[src/rtl/sdseq_pkg.sv]
package sdseq_pkg;
  localparam int CNT_W     = 12;
  localparam int F_MODE_LO = 0;
  localparam int F_START   = 2;
  localparam int F_STREAM  = 3;
  localparam int F_WIDE    = 4;
  localparam int F_WRX     = 5;
  localparam int F_WBSY    = 6;
  localparam int F_WTX     = 7;
  localparam int F_SIZE_LO = 8;
  localparam int F_BURST   = 10;
  localparam int F_IRQX    = 11;
  localparam int F_CNT_LO  = 12;
  localparam int CTRL_W    = F_CNT_LO + CNT_W;

  typedef enum logic [1:0] {MODE_NONE = 2'b00, MODE_BUSY = 2'b01,
                            MODE_RX = 2'b10, MODE_TX = 2'b11} mode_e;
  typedef enum logic [1:0] {SZ_BYTE = 2'b00, SZ_HALF = 2'b01,
                            SZ_WORD = 2'b10, SZ_RSVD = 2'b11} size_e;
  typedef enum logic [1:0] {ST_IDLE = 2'b00, ST_WAIT = 2'b01,
                            ST_RUN = 2'b10} state_e;

  typedef struct packed {
    logic  irq_ext;
    logic  burst;
    size_e size;
    logic  w_tx;
    logic  w_busy;
    logic  w_rx;
    logic  wide;
    logic  stream;
  } cfg_t;

  // Reserved size code falls back to byte.
  function automatic size_e norm_size(input logic [1:0] raw);
    return (raw == SZ_RSVD) ? SZ_BYTE : size_e'(raw);
  endfunction

  // Does this op code, with these options, park in the wait state?
  function automatic logic wait_needed(input mode_e m, input cfg_t c);
    case (m)
      MODE_RX:   return c.w_rx;
      MODE_BUSY: return c.w_busy;
      MODE_TX:   return c.w_tx;
      default:   return 1'b0;
    endcase
  endfunction

  // Event that releases a parked operation.
  function automatic logic wake_event(input mode_e m, input logic cmd_ev,
                                      input logic rsp_ev);
    case (m)
      MODE_RX, MODE_BUSY: return cmd_ev;
      MODE_TX:            return rsp_ev;
      default:            return 1'b0;
    endcase
  endfunction
endpackage

[src/rtl/sdseq_regs.sv]
module sdseq_regs
  import sdseq_pkg::*;
(
  input  logic              clk,
  input  logic              rst_n,
  input  logic              we,
  input  logic [CTRL_W-1:0] wdata,
  input  logic              fsm_idle,
  output mode_e             mode,
  output cfg_t              cfg,
  output logic [CNT_W-1:0]  cnt_init,
  output logic              start_q,
  output logic              abort,
  output logic [CTRL_W-1:0] rdata
);
  mode_e wmode;
  logic  accept;

  assign wmode  = mode_e'(wdata[F_MODE_LO +: 2]);
  assign abort  = we && (wmode == MODE_NONE);
  assign accept = we && ((fsm_idle && !start_q) || abort);

  always_ff @(posedge clk) begin
    if (!rst_n) begin
      mode     <= MODE_NONE;
      cfg      <= '0;
      cnt_init <= '0;
      start_q  <= 1'b0;
    end else if (accept) begin
      mode        <= wmode;
      cfg.stream  <= wdata[F_STREAM];
      cfg.wide    <= wdata[F_WIDE];
      cfg.w_rx    <= wdata[F_WRX];
      cfg.w_busy  <= wdata[F_WBSY];
      cfg.w_tx    <= wdata[F_WTX];
      cfg.size    <= norm_size(wdata[F_SIZE_LO +: 2]);
      cfg.burst   <= wdata[F_BURST];
      cfg.irq_ext <= wdata[F_IRQX];
      cnt_init    <= wdata[F_CNT_LO +: CNT_W];
      start_q     <= wdata[F_START] && (wmode != MODE_NONE);
    end else begin
      start_q <= 1'b0;
    end
  end

  always_comb begin
    rdata                    = '0;
    rdata[F_MODE_LO +: 2]    = mode;
    rdata[F_START]           = start_q;
    rdata[F_STREAM]          = cfg.stream;
    rdata[F_WIDE]            = cfg.wide;
    rdata[F_WRX]             = cfg.w_rx;
    rdata[F_WBSY]            = cfg.w_busy;
    rdata[F_WTX]             = cfg.w_tx;
    rdata[F_SIZE_LO +: 2]    = cfg.size;
    rdata[F_BURST]           = cfg.burst;
    rdata[F_IRQX]            = cfg.irq_ext;
    rdata[F_CNT_LO +: CNT_W] = cnt_init;
  end
endmodule

[src/rtl/sdseq_fsm.sv]
module sdseq_fsm
  import sdseq_pkg::*;
(
  input  logic   clk,
  input  logic   rst_n,
  input  logic   start_q,
  input  logic   abort,
  input  mode_e  mode,
  input  logic   stream,
  input  logic   hold,
  input  logic   cnt_zero,
  input  logic   last_blk,
  input  logic   cmd_sent,
  input  logic   rsp_rcvd,
  input  logic   blk_done,
  input  logic   busy_end,
  output state_e state,
  output logic   launch,
  output logic   finish,
  output logic   blk_step
);
  state_e nxt;
  logic   data_mode;
  logic   wake;

  assign data_mode = (mode == MODE_RX) || (mode == MODE_TX);
  assign wake      = wake_event(mode, cmd_sent, rsp_rcvd);

  always_comb begin
    nxt      = state;
    finish   = 1'b0;
    blk_step = 1'b0;
    launch   = start_q && !abort;
    case (state)
      ST_IDLE: begin
        if (launch) begin
          if (data_mode && !stream && cnt_zero) finish = 1'b1;
          else if (hold)                        nxt    = ST_WAIT;
          else                                  nxt    = ST_RUN;
        end
      end
      ST_WAIT: if (wake) nxt = ST_RUN;
      ST_RUN: begin
        if (mode == MODE_BUSY && busy_end) begin
          finish = 1'b1;
          nxt    = ST_IDLE;
        end else if (data_mode && !stream && blk_done) begin
          blk_step = 1'b1;
          if (last_blk) begin
            finish = 1'b1;
            nxt    = ST_IDLE;
          end
        end
      end
      default: nxt = ST_IDLE;
    endcase
    if (abort) begin
      nxt      = ST_IDLE;
      finish   = 1'b0;
      blk_step = 1'b0;
    end
  end

  always_ff @(posedge clk) begin
    if (!rst_n) state <= ST_IDLE;
    else        state <= nxt;
  end
endmodule

[src/rtl/sdseq_blkcnt.sv]
module sdseq_blkcnt #(
  parameter int W = 12
) (
  input  logic         clk,
  input  logic         rst_n,
  input  logic         load,
  input  logic [W-1:0] init,
  input  logic         step,
  output logic [W-1:0] left,
  output logic         last
);
  localparam logic [W-1:0] ONE = W'(1);

  assign last = (left == ONE);

  always_ff @(posedge clk) begin
    if (!rst_n)    left <= '0;
    else if (load) left <= init;
    else if (step) left <= left - ONE;
  end
endmodule

[src/rtl/sdseq_irq.sv]
module sdseq_irq #(
  parameter int SHORT = 2,
  parameter int LONG  = 6
) (
  input  logic clk,
  input  logic rst_n,
  input  logic finish,
  input  logic ext,
  output logic done,
  output logic irq
);
  localparam int MAXLEN = (LONG > SHORT) ? LONG : SHORT;
  localparam int IW     = $clog2(MAXLEN + 1);
  localparam logic [IW-1:0] L_SHORT = IW'(SHORT);
  localparam logic [IW-1:0] L_LONG  = IW'(LONG);

  logic [IW-1:0] remain;

  assign irq = (remain != '0);

  always_ff @(posedge clk) begin
    if (!rst_n) begin
      remain <= '0;
      done   <= 1'b0;
    end else begin
      done <= finish;
      if (finish)   remain <= ext ? L_LONG : L_SHORT;
      else if (irq) remain <= remain - IW'(1);
    end
  end
endmodule

[src/rtl/sd_data_seq.sv]
module sd_data_seq
  import sdseq_pkg::*;
#(
  parameter int IRQ_SHORT = 2,
  parameter int IRQ_LONG  = 6,
  parameter int LANES     = 4
) (
  input  logic              clk,
  input  logic              rst_n,
  input  logic              reg_we,
  input  logic [CTRL_W-1:0] reg_wdata,
  output logic [CTRL_W-1:0] reg_rdata,
  input  logic              cmd_sent,
  input  logic              rsp_rcvd,
  input  logic              blk_done,
  input  logic              busy_end,
  output logic              busy_act,
  output logic              rx_act,
  output logic              tx_act,
  output logic [LANES-1:0]  lane_en,
  output logic [1:0]        xfer_size,
  output logic              burst4_req_en,
  output logic [CNT_W-1:0]  blk_left,
  output logic              done,
  output logic              irq
);
  mode_e            cur_mode;
  cfg_t             cfg;
  logic [CNT_W-1:0] cnt_init;
  logic             start_q, abort, launch, finish, blk_step, last_blk;
  logic             running, st_wait;
  state_e           state;

  sdseq_regs u_regs (
    .clk(clk), .rst_n(rst_n), .we(reg_we), .wdata(reg_wdata),
    .fsm_idle(state == ST_IDLE), .mode(cur_mode), .cfg(cfg),
    .cnt_init(cnt_init), .start_q(start_q), .abort(abort), .rdata(reg_rdata)
  );

  sdseq_fsm u_fsm (
    .clk(clk), .rst_n(rst_n), .start_q(start_q), .abort(abort),
    .mode(cur_mode), .stream(cfg.stream), .hold(wait_needed(cur_mode, cfg)),
    .cnt_zero(cnt_init == '0), .last_blk(last_blk), .cmd_sent(cmd_sent),
    .rsp_rcvd(rsp_rcvd), .blk_done(blk_done), .busy_end(busy_end),
    .state(state), .launch(launch), .finish(finish), .blk_step(blk_step)
  );

  sdseq_blkcnt #(.W(CNT_W)) u_cnt (
    .clk(clk), .rst_n(rst_n), .load(launch), .init(cnt_init),
    .step(blk_step), .left(blk_left), .last(last_blk)
  );

  sdseq_irq #(.SHORT(IRQ_SHORT), .LONG(IRQ_LONG)) u_irq (
    .clk(clk), .rst_n(rst_n), .finish(finish), .ext(cfg.irq_ext),
    .done(done), .irq(irq)
  );

  assign running  = (state == ST_RUN);
  assign st_wait  = (state == ST_WAIT);
  assign busy_act = running && (cur_mode == MODE_BUSY);
  assign rx_act   = running && (cur_mode == MODE_RX);
  assign tx_act   = running && (cur_mode == MODE_TX);

  assign xfer_size     = cfg.size;
  assign burst4_req_en = cfg.burst && (cfg.size == SZ_WORD);

  // Lane 0 always drives; the rest follow the wide-bus bit.
  for (genvar g = 0; g < LANES; g++) begin : g_lane
    if (g == 0) begin : g_base
      assign lane_en[g] = 1'b1;
    end else begin : g_wide
      assign lane_en[g] = cfg.wide;
    end
  end
endmodule

[config.mk]
export PLATFORM = sky130hd
export DESIGN_NAME = sd_data_seq
export DESIGN_NICKNAME = d
export VERILOG_FILES = /design/src/rtl/sdseq_pkg.sv /design/src/rtl/sdseq_regs.sv /design/src/rtl/sdseq_fsm.sv /design/src/rtl/sdseq_blkcnt.sv /design/src/rtl/sdseq_irq.sv /design/src/rtl/sd_data_seq.sv
export SDC_FILE = /design/constraint.sdc
export NUM_CORES = 1
export LEC_CHECK = 0
export CORE_MARGIN = 10
export CORE_UTILIZATION = 52
export CTS_BUF_LIST = sky130_fd_sc_hd__clkbuf_4
export DETAILED_ROUTE_END_ITERATION = 6
export DONT_BUFFER_PORTS = 1
export PLACE_DENSITY = 0.67
export SYNTH_ARGS = -nofsm -noshare
export SYNTH_HDL_FRONTEND = slang
export SYNTH_SLANG_ARGS = --single-unit
export TNS_END_PERCENT = 30
[constraint.sdc]
create_clock -name clk -period 2.3 [get_ports clk]
set_input_delay 0.115 -clock clk [delete_from_list [all_inputs] [get_ports clk]]
set_output_delay 0.115 -clock clk [all_outputs]
set_load 0.01 [all_outputs]
==> metrics.csv, run 1 <==
metric,value,unit
fin crit share,94.0,%
clk_skew,11.3,ps
share of cells above drive strength 1,8.67,%
CTS sink count,42,
share of synthesized area occupied by flip-flops and latches,37.9,%
total CTS buffers,5,
Die Wd,85.3,um
yosys warns,0,
die height,85.3,um
H-tree levels,2,
WL/cell,18.8,um
Setup crit start,u_regs.mode[0]$_SDFFE_PN0P_,
final antenna-violating net count,0,
"Slew Viols, Final",0,
Post-CTS Setup Inserts,0,
dpl cells,316,
met2 WL,3.12,mm
Highest Signal Layer,met4,
maximum VDD drop,509,uV
Final nets,338,
Post-Syn Instances,280,
final worst slack,139,ps
kind of critical path,flip-flop to flip-flop,
WL met3,663,um
Finished Cell Area,2580,um^2
CP max-delay cell,dfxtp_1,
Slew headroom,28.3,%
Final Instance Count excl. Fillers,350,
Post-Synth XOR/XNOR Area,1.19,%
"Primary FF master, synth",dfxtp_1,
mux share of post-synthesis cell area,0.959,%
first-pass GRT wire length,11.1,mm
# DRC,0,
largest net degree at the start of global routing,26,
Tmin final,2160,ps
Root Buffer,clkbuf_4,
DPL Wire Length,4.69,mm
worst min-delay path class,input pin to flip-flop,
Async SR Flop Fraction,0,%
crit path max fanout,6,
RSZ-0062 raised after global routing,false,
most frequent cells in the layout,"nand2_1, dfxtp_1, a21oi_1",
kind of cell adding the most delay to the critical path,simple AND/OR/NAND/NOR gates,
cell area after synthesis,2220,um^2
Worst EP required,2600,ps
Least-Margin Pin Slew,1070,ps
"commonest non-fill, non-tap cell in the layout",nand2_1,
Worst Path Buf+Inv,0,
routed wire length,6.58,mm
Congestion Overflow GR,0,
Startpoint Class,flip-flop,
vias in the first global route,2115,
cts hold-fix bufs,26,
Placer Congestion,0.913,
CORE AREA,4060,um^2
power density over the cells,709,nW/um^2
Yosys reg bits,42,
pre-CTS setup slack,210,ps
routed vias,2130,
Synth cell types,54,
Synth area leader,dfxtp_1,
wire length on met1,2.69,mm
Clock Path Buffers,2,
Synth Area in Simple Gates,28.0,%
io pins,79,
Ant. Diodes,0,
Area Growth Syn to Fin,16.2,%
Max Cap Viol,0,
outcome,finished clean,
Synth area leaders,"dfxtp_1, nand2_1, a21oi_1",
"Avg Cell Area, Syn",7.92,um^2
final setup TNS,0,ps
post-synthesis adder-cell area fraction,4.51,%
initial antenna violation count,0,
peak per-stage delay on the critical path,500,ps
syn_nets,319,
largest family of logic cells by synthesized area,simple AND/OR/NAND/NOR gates,
leakage,0.000956,uW
Fmax achieved,463,MHz
GRT Overall Usage,18.3,%
worst skew pair latency,360,ps
row cnt,23,
post_cts resized,0,
DR pass1 iterations,5,
vias per cell,6.09,
"EDFF count, synth",0,
HP Start,rst_n,
crit path DAT,2460,ps
Starting Density,54.6,%
die area,7280,um^2
area post-placement,2210,um^2
"Critical Path, Cell by Cell","ha_1, o21ba_2, and4_1, nand3_2, or3_1, a41oi_2",
CTS tree,built,
"Reg clk slew, reported paths",140,ps
Compound-Gate Fraction of Synth Area,20.4,%
Detailed Route Iter0 Violations,241,
area share of the largest cell type after synthesis,37.9,%
reg2reg start,u_regs.mode[0]$_SDFFE_PN0P_,
Final setup violation count,0,
# port buffers,0,
Fin. Hold Viols,0,
Critical Path End Type,flip-flop,
routing by layer:
metal	up-vias	track usage, %
li1	1033	-
met1	972	22.4
met2	115	29.1
met3	10	6.98
met4	0	4.94
met5	-	0
Yosys cell counts, types with 3 or more instances:
| library cell | instances |
|---|---|
| nor3_1 | 7 |
| a31oi_1 | 6 |
| buf_2 | 4 |
| a21oi_1 | 34 |
| clkbuf_1 | 5 |
| ha_1 | 8 |
| nand4_1 | 4 |
| a22oi_1 | 3 |
| or3_1 | 3 |
| nand3_1 | 4 |
| a222oi_1 | 3 |
| nand3b_1 | 3 |
| nand2_1 | 59 |
| and2_1 | 3 |
| and3_1 | 3 |
| o21ai_0 | 6 |
| inv_1 | 8 |
| dfxtp_1 | 42 |
| nor4_1 | 6 |
| buf_4 | 10 |
| nor2_1 | 17 |
final timing paths:
kind,cells after the start,to,slack [ps]
worst min register to register,2,u_regs.cfg[7]$_SDFFE_PN0P_,530
worst min-delay path,2,u_cnt.left[8]$_SDFFE_PN0P_,30
worst max-delay path,6,u_cnt.left[8]$_SDFFE_PN0P_,140
worst max register to register,6,u_cnt.left[8]$_SDFFE_PN0P_,140
cell type report:
cell class / count / area, um^2
Fill cell: 355 / 1480
Multi-Input combinational cell: 209 / 1230
Sequential cell: 42 / 841
Timing Repair Buffer: 31 / 298
Clock inverter: 3 / 68.8
Tap cell: 50 / 62.6
Clock buffer: 5 / 37.5
Inverter: 10 / 37.5
per-stage QoR:
step	util (%)	power, uW	hold WS (ps)
global route	63.5	1940	28.9
CTS	63.5	1830	23.6
global placement	54.5	1200	257
finish	63.5	1830	31.6
detailed placement	54.5	1200	261
floorplan	-	1140	255
registers in the layout, indices dropped and copies added, names as in the netlist:
| name | flops |
|---|---|
| u_irq.done | 1 |
| u_regs.cnt_init | 12 |
| u_regs.cfg | 9 |
| u_fsm.state | 2 |
| u_regs.mode | 2 |
| u_regs.start_q | 1 |
| u_irq.remain | 3 |
| u_cnt.left | 12 |
cells by family after synthesis:
group           after synthesis
compound gates               71
flops                        42
other cells                   1
fa+ha+maj                     8
simple gates                124
mux                           2
xor+xnor                      3
buf+inv                      29
report_power, final:
| group | switching, uW | leakage [uW] | total, uW | internal (uW) |
|---|---|---|---|---|
| Combinational | 199 | 0.000557 | 363 | 164 |
| Clock | 261 | 0.0000554 | 601 | 340 |
| Sequential | 77.4 | 0.000344 | 863 | 786 |
(Power assumes the default switching activity.)
==> run 2: changes to the inputs <==
--- a/config.mk
+++ b/config.mk
@@ -11,6 +11,7 @@
 export DETAILED_ROUTE_END_ITERATION = 6
 export DONT_BUFFER_PORTS = 1
 export PLACE_DENSITY = 0.67
+export SETUP_SLACK_MARGIN = 0.3
 export SYNTH_ARGS = -nofsm -noshare
 export SYNTH_HDL_FRONTEND = slang
 export SYNTH_SLANG_ARGS = --single-unit
==> metrics.csv, run 2 (synthesized netlist as in run 1, its figures left out) <==
metric,value,unit
share of cells above drive strength 1,11.7,%
Ant. Diodes,0,
Clock Path Buffers,2,
leakage,0.000963,uW
die area,7280,um^2
CTS sink count,42,
# DRC,0,
DPL Wire Length,4.69,mm
Startpoint Class,flip-flop,
GRT Overall Usage,18.4,%
power density over the cells,702,nW/um^2
"Critical Path, Cell by Cell","inv_1, ha_2, o21ba_4, and4_4, nand3_2, or3_1, a41oi_2",
RSZ-0062 raised after global routing,true,
HP Start,busy_end,
Critical Path End Type,flip-flop,
kind of critical path,flip-flop to flip-flop,
largest net degree at the start of global routing,26,
final antenna-violating net count,0,
CTS tree,built,
most frequent cells in the layout,"nand2_1, dfxtp_1, a21oi_1",
final setup TNS,0,ps
Tmin final,1940,ps
Detailed Route Iter0 Violations,203,
Worst Hold Endpoint,u_fsm.state[1]$_SDFFE_PP0P_,
Fin. Hold Viols,0,
WL/cell,19.1,um
vias in the first global route,2140,
fin crit share,84.1,%
Worst EP required,2600,ps
met1 usage,22.4,%
GR Util met2,29.1,%
clk_skew,10.8,ps
Area Growth Syn to Fin,18.2,%
Slew headroom,26.7,%
CORE AREA,4060,um^2
DR pass1 iterations,5,
Fmax achieved,517,MHz
H-tree levels,2,
Least-Margin Pin Slew,1100,ps
Placer Congestion,0.913,
die height,85.3,um
io pins,79,
final core occ,64.6,%
dpl cells,316,
Die Wd,85.3,um
total CTS buffers,5,
Hold Crit Depth,3,
R2R depth,7,
busiest grt layer,met2,
met3 usage in global routing,7.17,%
Min Hold Slack,13.5,ps
reg2reg start,u_regs.mode[0]$_SDFFE_PN0P_,
Final setup violation count,0,
"Reg clk slew, reported paths",130,ps
crit path DAT,2230,ps
Reg2Reg Capture Point,u_cnt.left[8]$_SDFFE_PN0P_,
row cnt,23,
Starting Density,54.6,%
peak per-stage delay on the critical path,390,ps
routed wire length,6.70,mm
Layout fillers,352,
Root Buffer,clkbuf_4,
Final Instance Count excl. Fillers,350,
"Slew Viols, Final",0,
Largest regs,"u_cnt.left x12, u_regs.cnt_init x12, u_regs.cfg x9",
crit path max fanout,6,
Max Cap Viol,0,
maximum VDD drop,513,uV
worst min-delay path class,input pin to flip-flop,
outcome,finished clean,
vias per cell,6.05,
Final nets,338,
Worst R2R Setup Slack,360,ps
CP max-delay cell,dfxtp_2,
first-pass GRT wire length,11.2,mm
# port buffers,0,
Congestion Overflow GR,0,
initial antenna violation count,0,
"commonest non-fill, non-tap cell in the layout",nand2_1,
routed vias,2119,
worst skew pair latency,360,ps
## run 2: cell counts in the layout (fill, tap and decap cells not counted)
Identical to the previous run, type by type.
## run 2: metal layers
metal | wire length [um] | vias to the layer above
li1 | - | 1030
met1 | 2760 | 960
met2 | 3070 | 111
met3 | 718 | 18
met4 | 159 | 0
met5 | 0 | -
## run 2: stage by stage
stage          area, um^2  total power (uW)  setup WS (ps)
2_1_floorplan        2220              1140            392
3_3_place_gp         2210              1200            296
3_5_place_dp         2210              1200            210
4_1_cts              2580              1830            319
5_1_grt              2620              1950            247
6_report             2620              1840            365
## run 2: timing repair
| action | 4_1_cts | 5_1_grt |
|---|---|---|
| endpoints found under the hold margin | 31 | 0 |
| gates resized for setup | 3 | 10 |
| setup endpoints to repair | 8 | 12 |
| buffers inserted | 0 | 0 |
| hold buffers | 26 | 0 |
## run 2: cell type report
cell class | instances | area [um^2] | share of cell area, %
Multi-Input combinational cell | 209 | 1270 | 48.5
Clock buffer | 5 | 37.5 | 1.43
Timing Repair Buffer | 31 | 298 | 11.4
Inverter | 10 | 37.5 | 1.43
Sequential cell | 42 | 845 | 32.2
Clock inverter | 3 | 68.8 | 2.63
Tap cell | 50 | 62.6 | 2.39
## run 2: how the worst max path moves through the flow
stage | depth (start not counted) | slack (ps) | to | from
2_1_floorplan | 8 | 390 | u_cnt.left[9]$_SDFFE_PN0P_ | u_regs.mode[0]$_SDFFE_PN0P_
3_3_place_gp | 7 | 300 | u_cnt.left[6]$_SDFFE_PN0P_ | u_regs.mode[0]$_SDFFE_PN0P_
3_5_place_dp | 6 | 210 | u_cnt.left[8]$_SDFFE_PN0P_ | u_regs.mode[0]$_SDFFE_PN0P_
4_1_cts | 7 | 320 | u_cnt.left[6]$_SDFFE_PN0P_ | u_regs.mode[0]$_SDFFE_PN0P_
5_1_grt | 5 | 250 | u_regs.cfg[5]$_SDFFE_PN0P_ | u_fsm.state[1]$_SDFFE_PP0P_
6_report | 7 | 360 | u_cnt.left[8]$_SDFFE_PN0P_ | u_regs.mode[0]$_SDFFE_PN0P_
## run 2: worst max-delay path: cells and delay by family (launching register included)
kind	cells	cell delay, ps
and+or+nand+nor	3	780
adders and majority gates	1	220
DFF	1	390
AOI/OAI and AO/OA	2	380
buffers and inverters	1	100
## run 2: power breakdown
part           total (uW)  switching [uW]  internal, uW
Combinational         374             205           169
Sequential            865            78.6           786
Clock                 602             262           340
